==> config.mk <==
export PLATFORM = sky130hd
export DESIGN_NAME = cfg_dual_bank
export DESIGN_NICKNAME = d
export VERILOG_FILES = /design/src/rtl/cfg_dual_pkg.sv /design/src/rtl/cfg_write_arb.sv /design/src/rtl/cfg_ctl_reg.sv /design/src/rtl/cfg_entry.sv /design/src/rtl/cfg_dual_bank.sv
export SDC_FILE = /design/constraint.sdc
export NUM_CORES = 1
export LEC_CHECK = 0
export CAP_MARGIN = 30
export CORE_ASPECT_RATIO = 1.2
export CORE_UTILIZATION = 51
export DETAILED_ROUTE_END_ITERATION = 16
export PLACE_DENSITY = 0.76
export SLEW_MARGIN = 20
export SYNTH_ARGS = -nofsm -noshare
export SYNTH_HDL_FRONTEND = slang
export SYNTH_SLANG_ARGS = --single-unit
==> constraint.sdc <==
create_clock -name clk -period 7.15 [get_ports clk]
set_input_delay 1.43 -clock clk [delete_from_list [all_inputs] [get_ports clk]]
set_output_delay 1.43 -clock clk [all_outputs]
set_load 0.05 [all_outputs]
==> src/rtl/cfg_dual_pkg.sv <==
// Package: shared constants and types for the two-stage configuration bank.
// Assumes the control word is at least 3 bits wide.
package cfg_dual_pkg;
    localparam int CTL_PASS_BIT   = 0;  // 1 = writes reach both stages
    localparam int CTL_COMMIT_BIT = 1;  // write 1 = one-cycle commit
    localparam int CTL_ERASE_BIT  = 2;  // 1 = page erase allowed

    typedef struct packed {
        logic erase_en;
        logic pass;
    } ctl_state_t;

    typedef enum logic [1:0] {
        WSRC_NONE = 2'd0,
        WSRC_BUS  = 2'd1,
        WSRC_NV   = 2'd2
    } wr_src_e;
endpackage

==> src/rtl/cfg_write_arb.sv <==
// Module: cfg_write_arb
// Merges the bus port and the reload port into one write request.
// The reload port has priority, and a losing bus write is dropped.
// Decodes the merged address into an entry write, a control write, or
// nothing (out-of-range addresses).
// Assumes ADDR_W can represent NUM_REGS.
module cfg_write_arb
    import cfg_dual_pkg::*;
#(
    parameter int NUM_REGS = 16,
    parameter int DATA_W   = 8,
    parameter int ADDR_W   = 5
) (
    input  logic              bus_wr_en,
    input  logic [ADDR_W-1:0] bus_addr,
    input  logic [DATA_W-1:0] bus_wdata,
    input  logic              nv_ld_en,
    input  logic [ADDR_W-1:0] nv_ld_addr,
    input  logic [DATA_W-1:0] nv_ld_data,
    output wr_src_e           src_o,
    output logic              ent_wr_o,
    output logic [ADDR_W-1:0] ent_idx_o,
    output logic [DATA_W-1:0] ent_data_o,
    output logic              ctl_wr_o,
    output logic [DATA_W-1:0] ctl_data_o
);
    localparam logic [ADDR_W-1:0] CTL_ADDR = ADDR_W'(NUM_REGS);

    // Pick the write source: the reload port wins over the bus.
    always_comb begin
        if (nv_ld_en)       src_o = WSRC_NV;
        else if (bus_wr_en) src_o = WSRC_BUS;
        else                src_o = WSRC_NONE;
    end

    // Decode the chosen address into an entry write or a control write.
    always_comb begin
        ent_wr_o   = 1'b0;
        ent_idx_o  = '0;
        ent_data_o = '0;
        ctl_wr_o   = 1'b0;
        ctl_data_o = bus_wdata;
        unique case (src_o)
            WSRC_NV: begin
                ent_wr_o   = (nv_ld_addr < CTL_ADDR);
                ent_idx_o  = nv_ld_addr;
                ent_data_o = nv_ld_data;
            end
            WSRC_BUS: begin
                ent_wr_o   = (bus_addr < CTL_ADDR);
                ent_idx_o  = bus_addr;
                ent_data_o = bus_wdata;
                ctl_wr_o   = (bus_addr == CTL_ADDR);
            end
            default: ;
        endcase
    end
endmodule

==> src/rtl/cfg_ctl_reg.sv <==
// Module: cfg_ctl_reg
// Holds the update-control word (pass-through flag, erase enable).
// Turns a written commit bit into a registered one-cycle commit pulse.
// Gates erase requests with the erase-enable flag.
// The commit bit is never stored, so it reads back as 0.
// Assumes DATA_W >= 3.
module cfg_ctl_reg
    import cfg_dual_pkg::*;
#(
    parameter int DATA_W = 8,
    parameter int PAGE_W = 8
) (
    input  logic              clk,
    input  logic              rst_n,
    input  logic              ctl_wr_i,
    input  logic [DATA_W-1:0] ctl_data_i,
    input  logic              erase_req_i,
    input  logic [PAGE_W-1:0] erase_page_i,
    output logic              pass_o,
    output logic              commit_o,
    output logic [DATA_W-1:0] ctl_rd_o,
    output logic              erase_req_o,
    output logic [PAGE_W-1:0] erase_page_o
);
    ctl_state_t state_q;
    logic       commit_q;

    // Store the pass-through and erase-enable flags on a control write.
    always_ff @(posedge clk) begin
        if (!rst_n) begin
            state_q <= '0;
        end else if (ctl_wr_i) begin
            state_q.pass     <= ctl_data_i[CTL_PASS_BIT];
            state_q.erase_en <= ctl_data_i[CTL_ERASE_BIT];
        end
    end

    // Register a one-cycle commit pulse for a written commit bit.
    always_ff @(posedge clk) begin
        if (!rst_n) commit_q <= 1'b0;
        else        commit_q <= ctl_wr_i && ctl_data_i[CTL_COMMIT_BIT];
    end

    // Build the readback word; the commit bit always reads 0.
    always_comb begin
        ctl_rd_o                = '0;
        ctl_rd_o[CTL_PASS_BIT]  = state_q.pass;
        ctl_rd_o[CTL_ERASE_BIT] = state_q.erase_en;
    end

    assign pass_o       = state_q.pass;
    assign commit_o     = commit_q;
    assign erase_req_o  = erase_req_i && state_q.erase_en;
    assign erase_page_o = erase_page_i;

    AST_COMMIT_FOLLOWS_CMD: assert property (@(posedge clk) disable iff (!rst_n)
        (ctl_wr_i && ctl_data_i[CTL_COMMIT_BIT]) |=> commit_o);
    AST_COMMIT_HAS_CAUSE: assert property (@(posedge clk) disable iff (!rst_n)
        commit_o |-> $past(ctl_wr_i));
    AST_ERASE_BLOCKED: assert property (@(posedge clk) disable iff (!rst_n)
        (erase_req_i && !ctl_rd_o[CTL_ERASE_BIT]) |-> !erase_req_o);
endmodule

==> src/rtl/cfg_entry.sv <==
// Module: cfg_entry
// One configuration entry with a front stage (A) and a back stage (B).
// - A write always loads A.
// - In pass-through mode the write also loads B.
// - Otherwise a commit copies the old A into B.
// Assumes the commit strobe is already a single cycle.
module cfg_entry #(
    parameter int DATA_W = 8
) (
    input  logic              clk,
    input  logic              rst_n,
    input  logic              wr_i,
    input  logic              pass_i,
    input  logic              commit_i,
    input  logic [DATA_W-1:0] data_i,
    output logic [DATA_W-1:0] a_o,
    output logic [DATA_W-1:0] b_o
);
    logic [DATA_W-1:0] a_q;
    logic [DATA_W-1:0] b_q;

    // Front stage: take every write addressed to this entry.
    always_ff @(posedge clk) begin
        if (!rst_n)    a_q <= '0;
        else if (wr_i) a_q <= data_i;
    end

    // Back stage: a pass-through write wins, otherwise commit copies the old A.
    always_ff @(posedge clk) begin
        if (!rst_n)                b_q <= '0;
        else if (wr_i && pass_i)   b_q <= data_i;
        else if (commit_i)         b_q <= a_q;
    end

    assign a_o = a_q;
    assign b_o = b_q;

    AST_PASS_WRITE_LANDS: assert property (@(posedge clk) disable iff (!rst_n)
        (wr_i && pass_i) |=> (b_q == $past(data_i)));
    AST_STAGED_HOLDS: assert property (@(posedge clk) disable iff (!rst_n)
        (!commit_i && !(wr_i && pass_i)) |=> $stable(b_q));
    AST_COMMIT_OLD_A: assert property (@(posedge clk) disable iff (!rst_n)
        (commit_i && !(wr_i && pass_i)) |=> (b_q == $past(a_q)));
endmodule

==> src/rtl/cfg_dual_bank.sv <==
// Module: cfg_dual_bank (top)
// A bank of NUM_REGS two-stage configuration entries.
// - The control word sits at address NUM_REGS; higher addresses are unused.
// - cfg_out carries every back stage.
// - bus_rdata returns the front stage or the control word.
module cfg_dual_bank
    import cfg_dual_pkg::*;
#(
    parameter int NUM_REGS = 16,
    parameter int DATA_W   = 8,
    parameter int PAGE_W   = 8,
    localparam int ADDR_W  = $clog2(NUM_REGS + 1),
    localparam int OUT_W   = NUM_REGS * DATA_W
) (
    input  logic              clk,
    input  logic              rst_n,
    input  logic              bus_wr_en,
    input  logic [ADDR_W-1:0] bus_addr,
    input  logic [DATA_W-1:0] bus_wdata,
    input  logic [ADDR_W-1:0] bus_rd_addr,
    output logic [DATA_W-1:0] bus_rdata,
    input  logic              nv_ld_en,
    input  logic [ADDR_W-1:0] nv_ld_addr,
    input  logic [DATA_W-1:0] nv_ld_data,
    input  logic              erase_req_in,
    input  logic [PAGE_W-1:0] erase_page_in,
    output logic              erase_req_out,
    output logic [PAGE_W-1:0] erase_page_out,
    output logic              commit_pulse,
    output logic [OUT_W-1:0]  cfg_out
);
    wr_src_e           src;
    logic              ent_wr;
    logic [ADDR_W-1:0] ent_idx;
    logic [DATA_W-1:0] ent_data;
    logic              ctl_wr;
    logic [DATA_W-1:0] ctl_data;
    logic              pass;
    logic              commit;
    logic [DATA_W-1:0] ctl_rd;
    logic [DATA_W-1:0] a_vals [NUM_REGS];
    logic [DATA_W-1:0] b_vals [NUM_REGS];

    cfg_write_arb #(
        .NUM_REGS (NUM_REGS),
        .DATA_W   (DATA_W),
        .ADDR_W   (ADDR_W)
    ) u_arb (
        .bus_wr_en  (bus_wr_en),
        .bus_addr   (bus_addr),
        .bus_wdata  (bus_wdata),
        .nv_ld_en   (nv_ld_en),
        .nv_ld_addr (nv_ld_addr),
        .nv_ld_data (nv_ld_data),
        .src_o      (src),
        .ent_wr_o   (ent_wr),
        .ent_idx_o  (ent_idx),
        .ent_data_o (ent_data),
        .ctl_wr_o   (ctl_wr),
        .ctl_data_o (ctl_data)
    );

    cfg_ctl_reg #(
        .DATA_W (DATA_W),
        .PAGE_W (PAGE_W)
    ) u_ctl (
        .clk          (clk),
        .rst_n        (rst_n),
        .ctl_wr_i     (ctl_wr),
        .ctl_data_i   (ctl_data),
        .erase_req_i  (erase_req_in),
        .erase_page_i (erase_page_in),
        .pass_o       (pass),
        .commit_o     (commit),
        .ctl_rd_o     (ctl_rd),
        .erase_req_o  (erase_req_out),
        .erase_page_o (erase_page_out)
    );

    for (genvar gi = 0; gi < NUM_REGS; gi++) begin : g_entry
        cfg_entry #(
            .DATA_W (DATA_W)
        ) u_entry (
            .clk      (clk),
            .rst_n    (rst_n),
            .wr_i     (ent_wr && (ent_idx == ADDR_W'(gi))),
            .pass_i   (pass),
            .commit_i (commit),
            .data_i   (ent_data),
            .a_o      (a_vals[gi]),
            .b_o      (b_vals[gi])
        );
        assign cfg_out[gi*DATA_W +: DATA_W] = b_vals[gi];
    end

    // Readback mux: front stage, control word, or zero for unused addresses.
    always_comb begin
        bus_rdata = '0;
        for (int i = 0; i < NUM_REGS; i++) begin
            if (bus_rd_addr == ADDR_W'(i)) bus_rdata = a_vals[i];
        end
        if (bus_rd_addr == ADDR_W'(NUM_REGS)) bus_rdata = ctl_rd;
    end

    assign commit_pulse = commit;

    AST_NV_PRIORITY: assert property (@(posedge clk) disable iff (!rst_n)
        nv_ld_en |-> (src == WSRC_NV) && !ctl_wr);
    AST_PULSE_SINGLE: assert property (@(posedge clk) disable iff (!rst_n)
        (commit_pulse && !$past(ctl_wr)) |-> 1'b0);
endmodule

# == Yosys cells after proc, flatten, opt, wreduce, memory -nomap -nowiden ==
# Index checks and enable logic that the tools add are counted.
# op_classes
eq_ne,34
multipliers,0
muxes,55
shift,0
n_addsub,0
bitwise_logic,0
reduce_logical,52
magnitude_cmp,2
div_mod_pow,0
# ops
cell,n
8-bit two-way mux,49
"5-bit by 4-bit == test with 1-bit output, second input constant",16
"5-bit by 3-bit == test with 1-bit output, second input constant",8
1-bit logical AND,34
2-bit nonzero test,16
"5-bit by 2-bit == test with 1-bit output, second input constant",4
8-bit one-hot mux with 2 select lines,1
"5-bit by 1-bit == test with 1-bit output, second input constant",2
"5-bit == test, second input constant",2
5-bit zero test,2
"5-bit < comparator, second input constant",2
5-bit one-hot mux with 2 select lines,1
"2-bit by 1-bit == test with 1-bit output, second input constant",1
"2-bit == test, second input constant",1
1-bit two-way mux,2
2-bit two-way mux,1
1-bit one-hot mux with 2 select lines,1
# word_totals
latchBits,0
in_bits,44
romBits,0
word_cells,178
mem_bits_rw,0
output_inout_bits,146
mem_count,0
reg_bits,259

# == Depth between registers and ports, before layout ==
# depth
word_depth,18
ltp_mapped,8
ltp_nobuf,5

# == By module ==
# A second synthesis with hierarchy kept.
# unflattened
cells_unflattened,1342
area_unflattened_um2,14647.8
# modules_own_cells
module,n_inst,cells_per_inst,area_per_inst_um2,seq_area_each_um2
cfg_entry,16,64,779.5,320.3
cfg_dual_bank,1,261,1714.1,0.0
cfg_write_arb,1,32,239.0,0.0
cfg_ctl_reg,1,25,222.7,60.1

# == Worst setup path after synthesis ==
# Ideal clock, no wire load.
# synth_path
path_kind,input to output
startpoint,in bus_rd_addr[3]
endpoint,out bus_rdata[6]
path_stages,6
required_ps,5720
t_arrival_ps,3775
path_buffers,2
path_slack_ps,1945
path_cell_list,buf_2 > clkbuf_1 > nand4b_1 > o21bai_1 > and4b_1 > a221oi_1
# synth_via
elab_chain_len,18
elab_cells_between_ends,34
cone_classes,eq/ne (16); mux (17); reduce/logical (1)
# synth_rtl
element,line_no,rtl
start: declaration,cfg_dual_bank.sv:20,"input logic [ADDR_W-1:0] bus_rd_addr,"
5-bit zero test,cfg_dual_bank.sv:100,if (bus_rd_addr == ADDR_W'(i)) bus_rdata = a_vals[i];
8-bit two-way mux (16 in series),cfg_dual_bank.sv:100,
8-bit two-way mux *,cfg_dual_bank.sv:102,if (bus_rd_addr == ADDR_W'(NUM_REGS)) bus_rdata = ctl_rd;
end: declaration,cfg_dual_bank.sv:21,"output logic [DATA_W-1:0] bus_rdata,"
# Every way passes the cells marked *; elsewhere a longest branch is shown, timed or not.

# == Worst setup path in the final report ==
# layout_path
startpoint,in bus_rd_addr[2]
endpoint,out bus_rdata[6]
# Same word-level chain as after synthesis.

==> impl_table.tex <==
\begin{tabular}{lr}
\hline
Metric & Value \\
\hline
\multicolumn{2}{l}{\textbf{Status}} \\
\quad Run status & finished, final reports clean \\
\multicolumn{2}{l}{\textbf{Global route}} \\
\quad Maximum number of pins on one net before global-route repair & $\sim$110 \\
\quad Gr usage total & between 30\% and 40\% \\
\quad Global-route track usage on met3 & 5.32\% \\
\quad Overflow after GRT & 0 \\
\quad M1 GR Usage & 42.3\% \\
\quad Global-route wire length before repair & 66300 µm \\
\quad Initial antenna violation count & 0 \\
\quad Met2 demand-to-capacity share in global routing & between 50\% and 60\% \\
\quad GR peak layer & met2 \\
\quad Number of global-route vias before repair & between 10000 and 15000 \\
\multicolumn{2}{l}{\textbf{Yosys}} \\
\quad Syn Area/Cell & 8.91 µm² \\
\quad Area of the mapped netlist & 0.0128 mm² \\
\quad Library cell occupying the most area in the post-synthesis netlist & sky130\_fd\_sc\_hd\_\_dfxtp\_1 \\
\quad Post-synth EDFFs & 0 \\
\quad Part of the Yosys area used for sequential elements & roughly 40\% \\
\quad Synth Net Count & 1485 \\
\quad Number of instances in the synthesized netlist & 1441 \\
\quad Cell types with the largest area share after synthesis & sky130\_fd\_sc\_hd\_\_dfxtp\_1, sky130\_fd\_sc\_hd\_\_mux2i\_1, sky130\_fd\_sc\_hd\_\_o211a\_1, sky130\_fd\_sc\_hd\_\_nand2\_1, sky130\_fd\_sc\_hd\_\_and3\_1 \\
\quad Total of warnings raised by yosys & 0 \\
\quad Count of unique library cells instantiated by Yosys & 69 \\
\quad \#FFs+latches synth & 259 \\
\quad Async set-or-reset flop fraction in the synthesized netlist & 0\% \\
\quad Top-area cell type share of the netlist area & 40.4\% \\
\quad Primary FF master, synth & sky130\_fd\_sc\_hd\_\_dfxtp\_1 \\
\multicolumn{2}{l}{\textbf{Die}} \\
\quad DIE HEIGHT & about 180 µm \\
\quad Area of the core region & 0.0248 mm² \\
\quad Row cnt & 63 \\
\quad Initial core utilization & between 50\% and 60\% \\
\quad Number of top-level pins & 190 \\
\quad Width of the die & roughly 150 µm \\
\quad Die area & 0.0258 mm² \\
\multicolumn{2}{l}{\textbf{Final layout}} \\
\quad Post-Route Utilization & 63.2\% \\
\quad Antenna cells & 0 \\
\quad Area occupied by multi-input gates & 0.00706 mm² \\
\quad Layout net count & 1591 \\
\quad Final instance area & 0.0156 mm² \\
\quad Commonest cells after routing, fill and taps aside & sky130\_fd\_sc\_hd\_\_nand2\_1, sky130\_fd\_sc\_hd\_\_dfxtp\_1, sky130\_fd\_sc\_hd\_\_clkdlybuf4s50\_1 \\
\quad Final-layout fill cell count & 2080 \\
\quad Area added between synthesis and finish & 21.8\% \\
\quad Share of final-layout standard cells stronger than drive strength 1 & slightly below 9\% \\
\quad Area taken by flip-flops and latches & 0.00519 mm² \\
\quad Most frequent standard cell in the layout excluding fill and tap cells & sky130\_fd\_sc\_hd\_\_nand2\_1 \\
\multicolumn{2}{l}{\textbf{Clocking}} \\
\quad Post-CTS Hold Buffers & 0 \\
\quad Clock latency on the worst-skew pair & roughly 0.54 ns \\
\quad Buffer cell driving the clock tree root & sky130\_fd\_sc\_hd\_\_clkbuf\_16 \\
\quad Clock transition at the registers of the reported paths & $\sim$0.06 ns \\
\quad Cts repair resizes & 0 \\
\quad Number of buffers between clock root and the deepest sink & 3 \\
\quad Total number of H-tree levels & 1 \\
\quad TritonCTS buffer count & 26 \\
\quad Number of sinks driven by the clock tree & 259 \\
\quad Number of setup buffers added after CTS & 0 \\
\quad TritonCTS clock tree & done \\
\multicolumn{2}{l}{\textbf{Worst hold path}} \\
\quad Worst min-delay path category & flip-flop to flip-flop \\
\quad Cells on Worst Hold Path & 1 \\
\quad Min-Delay Endpoint & g\_entry[0].u\_entry.a\_o[4]\$\_SDFFE\_PN0P\_ \\
\quad Hold wc startpoint & g\_entry[0].u\_entry.a\_o[4]\$\_SDFFE\_PN0P\_ \\
\multicolumn{2}{l}{\textbf{Routing}} \\
\quad Detailed router's first-iteration violation count & 935 \\
\quad Total routed wirelength & $\sim$44000 µm \\
\quad Number of routed nets with antenna violations & 0 \\
\quad DRC viols & 0 \\
\quad Per-cell via count in the routed design & 6.07 \\
\quad Length of the first detailed-routing pass in iterations & 7 \\
\quad Total number of vias & 11500 \\
\quad Average wire length per cell after detail routing & 23.4 µm \\
\multicolumn{2}{l}{\textbf{Timing}} \\
\quad Unrepaired setup endpoints after global routing & no \\
\quad Share of the clock period used by the worst path & 90.3\% \\
\quad Headroom to the max-slew limit & about a third \\
\quad Final setup vio count & 0 \\
\quad Setup TNS & 0 ns \\
\quad Final Critical Period & between 6 and 7 ns \\
\quad Hold violation total from the final report & 0 \\
\quad Transition time at the pin with the least slew margin & between 0.9 and 1 ns \\
\quad Setup Skew & about 0.010 ns \\
\quad Maximum frequency from static timing analysis & 155 MHz \\
\quad Count of final max-slew check failures & 0 \\
\multicolumn{2}{l}{\textbf{Placed design}} \\
\quad Total of buffers placed on input and output ports & 173 \\
\quad Final RePlAce weighted congestion & 0.968 \\
\quad Estimated wirelength of the detail-placed design & 30400 µm \\
\quad Area after detailed placement & 0.0146 mm² \\
\multicolumn{2}{l}{\textbf{Pwr}} \\
\quad Power per unit of standard cell area & 207 mW/mm² \\
\quad Maximum vdd ir drop & 150 µV \\
\quad Static leakage & around 8.0 nW \\
\multicolumn{2}{l}{\textbf{Critical path}} \\
\quad Count of cells along the worst register-to-register path & 4 \\
\quad Worst path required time & 5.72 ns \\
\quad Worst Setup Path Type & input pin to output port \\
\quad Critical path peak fanout & 16 \\
\quad Worst flop-to-flop path startpoint & u\_ctl.pass\_o\$\_SDFFE\_PN0P\_ \\
\quad Worst R2R Setup Slack & 4.88 ns \\
\quad CP Data Arrival Time & 5.03 ns \\
\quad Kind of launch point of the worst setup path & input pin \\
\quad Endpoint class of the critical path & output port \\
\quad Terminus of the critical flop-to-flop path & g\_entry[6].u\_entry.b\_o[3]\$\_SDFFE\_PN0P\_ \\
\multicolumn{2}{l}{\textbf{Job}} \\
\quad Max-cap violation count & 0 \\
\hline
\end{tabular}
[flip-flops by register name, indices dropped and copies added, names as in the netlist]
name,cells
g_entry.u_entry.a_o,128
g_entry.u_entry.b_o,128
u_ctl.commit_o,1
u_ctl.ctl_rd_o,1
u_ctl.pass_o,1
[metal layers]
| layer | share of wire (%) | vias up | wire length, µm |
|---|---|---|---|
| met2 | 47 | 473 | 20900 |
| met5 | 0 | - | 0 |
| met4 | 4.2 | 0 | 1860 |
| li1 | - | 5331 | - |
| met3 | 6.8 | 96 | 3020 |
| met1 | 42 | 5565 | 18500 |
[stage by stage]
stage / setup WS, ns / power (W) / hold slack (ns) / std cells
2_1_floorplan: 1.94 / 0.00166 / 0.480 / 1441
3_3_place_gp: 0.851 / 0.00176 / 0.514 / 1835
3_5_place_dp: 0.740 / 0.00176 / 0.518 / 1839
4_1_cts: 0.744 / 0.00323 / 0.534 / 1885
5_1_grt: 0.535 / 0.00331 / 0.564 / 1890
6_report: 0.691 / 0.00323 / 0.538 / 1890
[worst max-delay path, cell delays in order]
cell and delay, ns:
sky130_fd_sc_hd__clkdlybuf4s50_1 0.81, sky130_fd_sc_hd__buf_4 0.26, sky130_fd_sc_hd__nor4b_1 0.47, sky130_fd_sc_hd__and2_1 0.36, sky130_fd_sc_hd__a21oi_1 0.11, sky130_fd_sc_hd__a22o_1 0.24, sky130_fd_sc_hd__a221oi_1 0.44, sky130_fd_sc_hd__clkdlybuf4s50_1 0.90
[cell families (layout without fill, tap and decap cells)]
kind of cell | after synthesis | in the layout | synth area share (%)
AO/OA/AOI/OAI | 263 | 263 | 17.9
buffers and inverters | 133 | 257 | 4.79
flip-flops | 259 | 259 | 40.4
multiplexers | 171 | 171 | 13.6
AND/OR/NAND/NOR | 615 | 615 | 23.3
[cell usage after synthesis, drive strengths merged (2+ instances only)]
cell type and number:
inv 5, and3b 5, nor2 44, o211a 136, nand4b 6, a21oi 18
mux2i 149, clkbuf 73, a22o 11, nor3 16, o21ai 18, and4bb 2
or3 3, buf 55, nand3 6, nand2b 11, o21a 6, o2bb2ai 4
a31oi 2, nand4 5, a2111oi 2, or2 14, and3 103, o32ai 6
nand3b 2, o22ai 15, dfxtp 259, o31ai 4, a221o 3, or3b 2
o211ai 2, mux2 21, o221ai 2, and2 4, a221oi 8, a211oi 5
nand2 346, a22oi 9, a32o 4, nor2b 34, o31a 2, nor4b 3
nor3b 5
[how the worst max path moves through the flow]
| stage | startpoint | end | slack (ns) | cells past startpoint |
|---|---|---|---|---|
| finish | bus_rd_addr[2] | bus_rdata[6] | 0.69 | 8 |
| global route | bus_rd_addr[2] | bus_rdata[6] | 0.53 | 8 |
| CTS | bus_rd_addr[2] | bus_rdata[6] | 0.74 | 8 |
| detailed placement | bus_rd_addr[2] | bus_rdata[6] | 0.74 | 8 |
| global placement | bus_rd_addr[2] | bus_rdata[6] | 0.85 | 8 |
| floorplan | bus_rd_addr[3] | bus_rdata[6] | 1.94 | 6 |
[area by class of cell]
type,instances,share of cell area [%]
tap,325,2.60
sequential,259,33.2
inverter,5,0.120
multi-input combinational,1049,45.2
clock inverter,8,0.992
timing repair buffer,206,13.0
clock buffer,38,4.97
[where the power goes]
part / internal, W / switching (W) / leakage (nW)
clock network: 0.000898 / 0.000591 / 0.458
logic: 0.0000851 / 0.000179 / 5.45
registers: 0.00146 / 0.0000203 / 2.09
(Power assumes the default switching activity.)
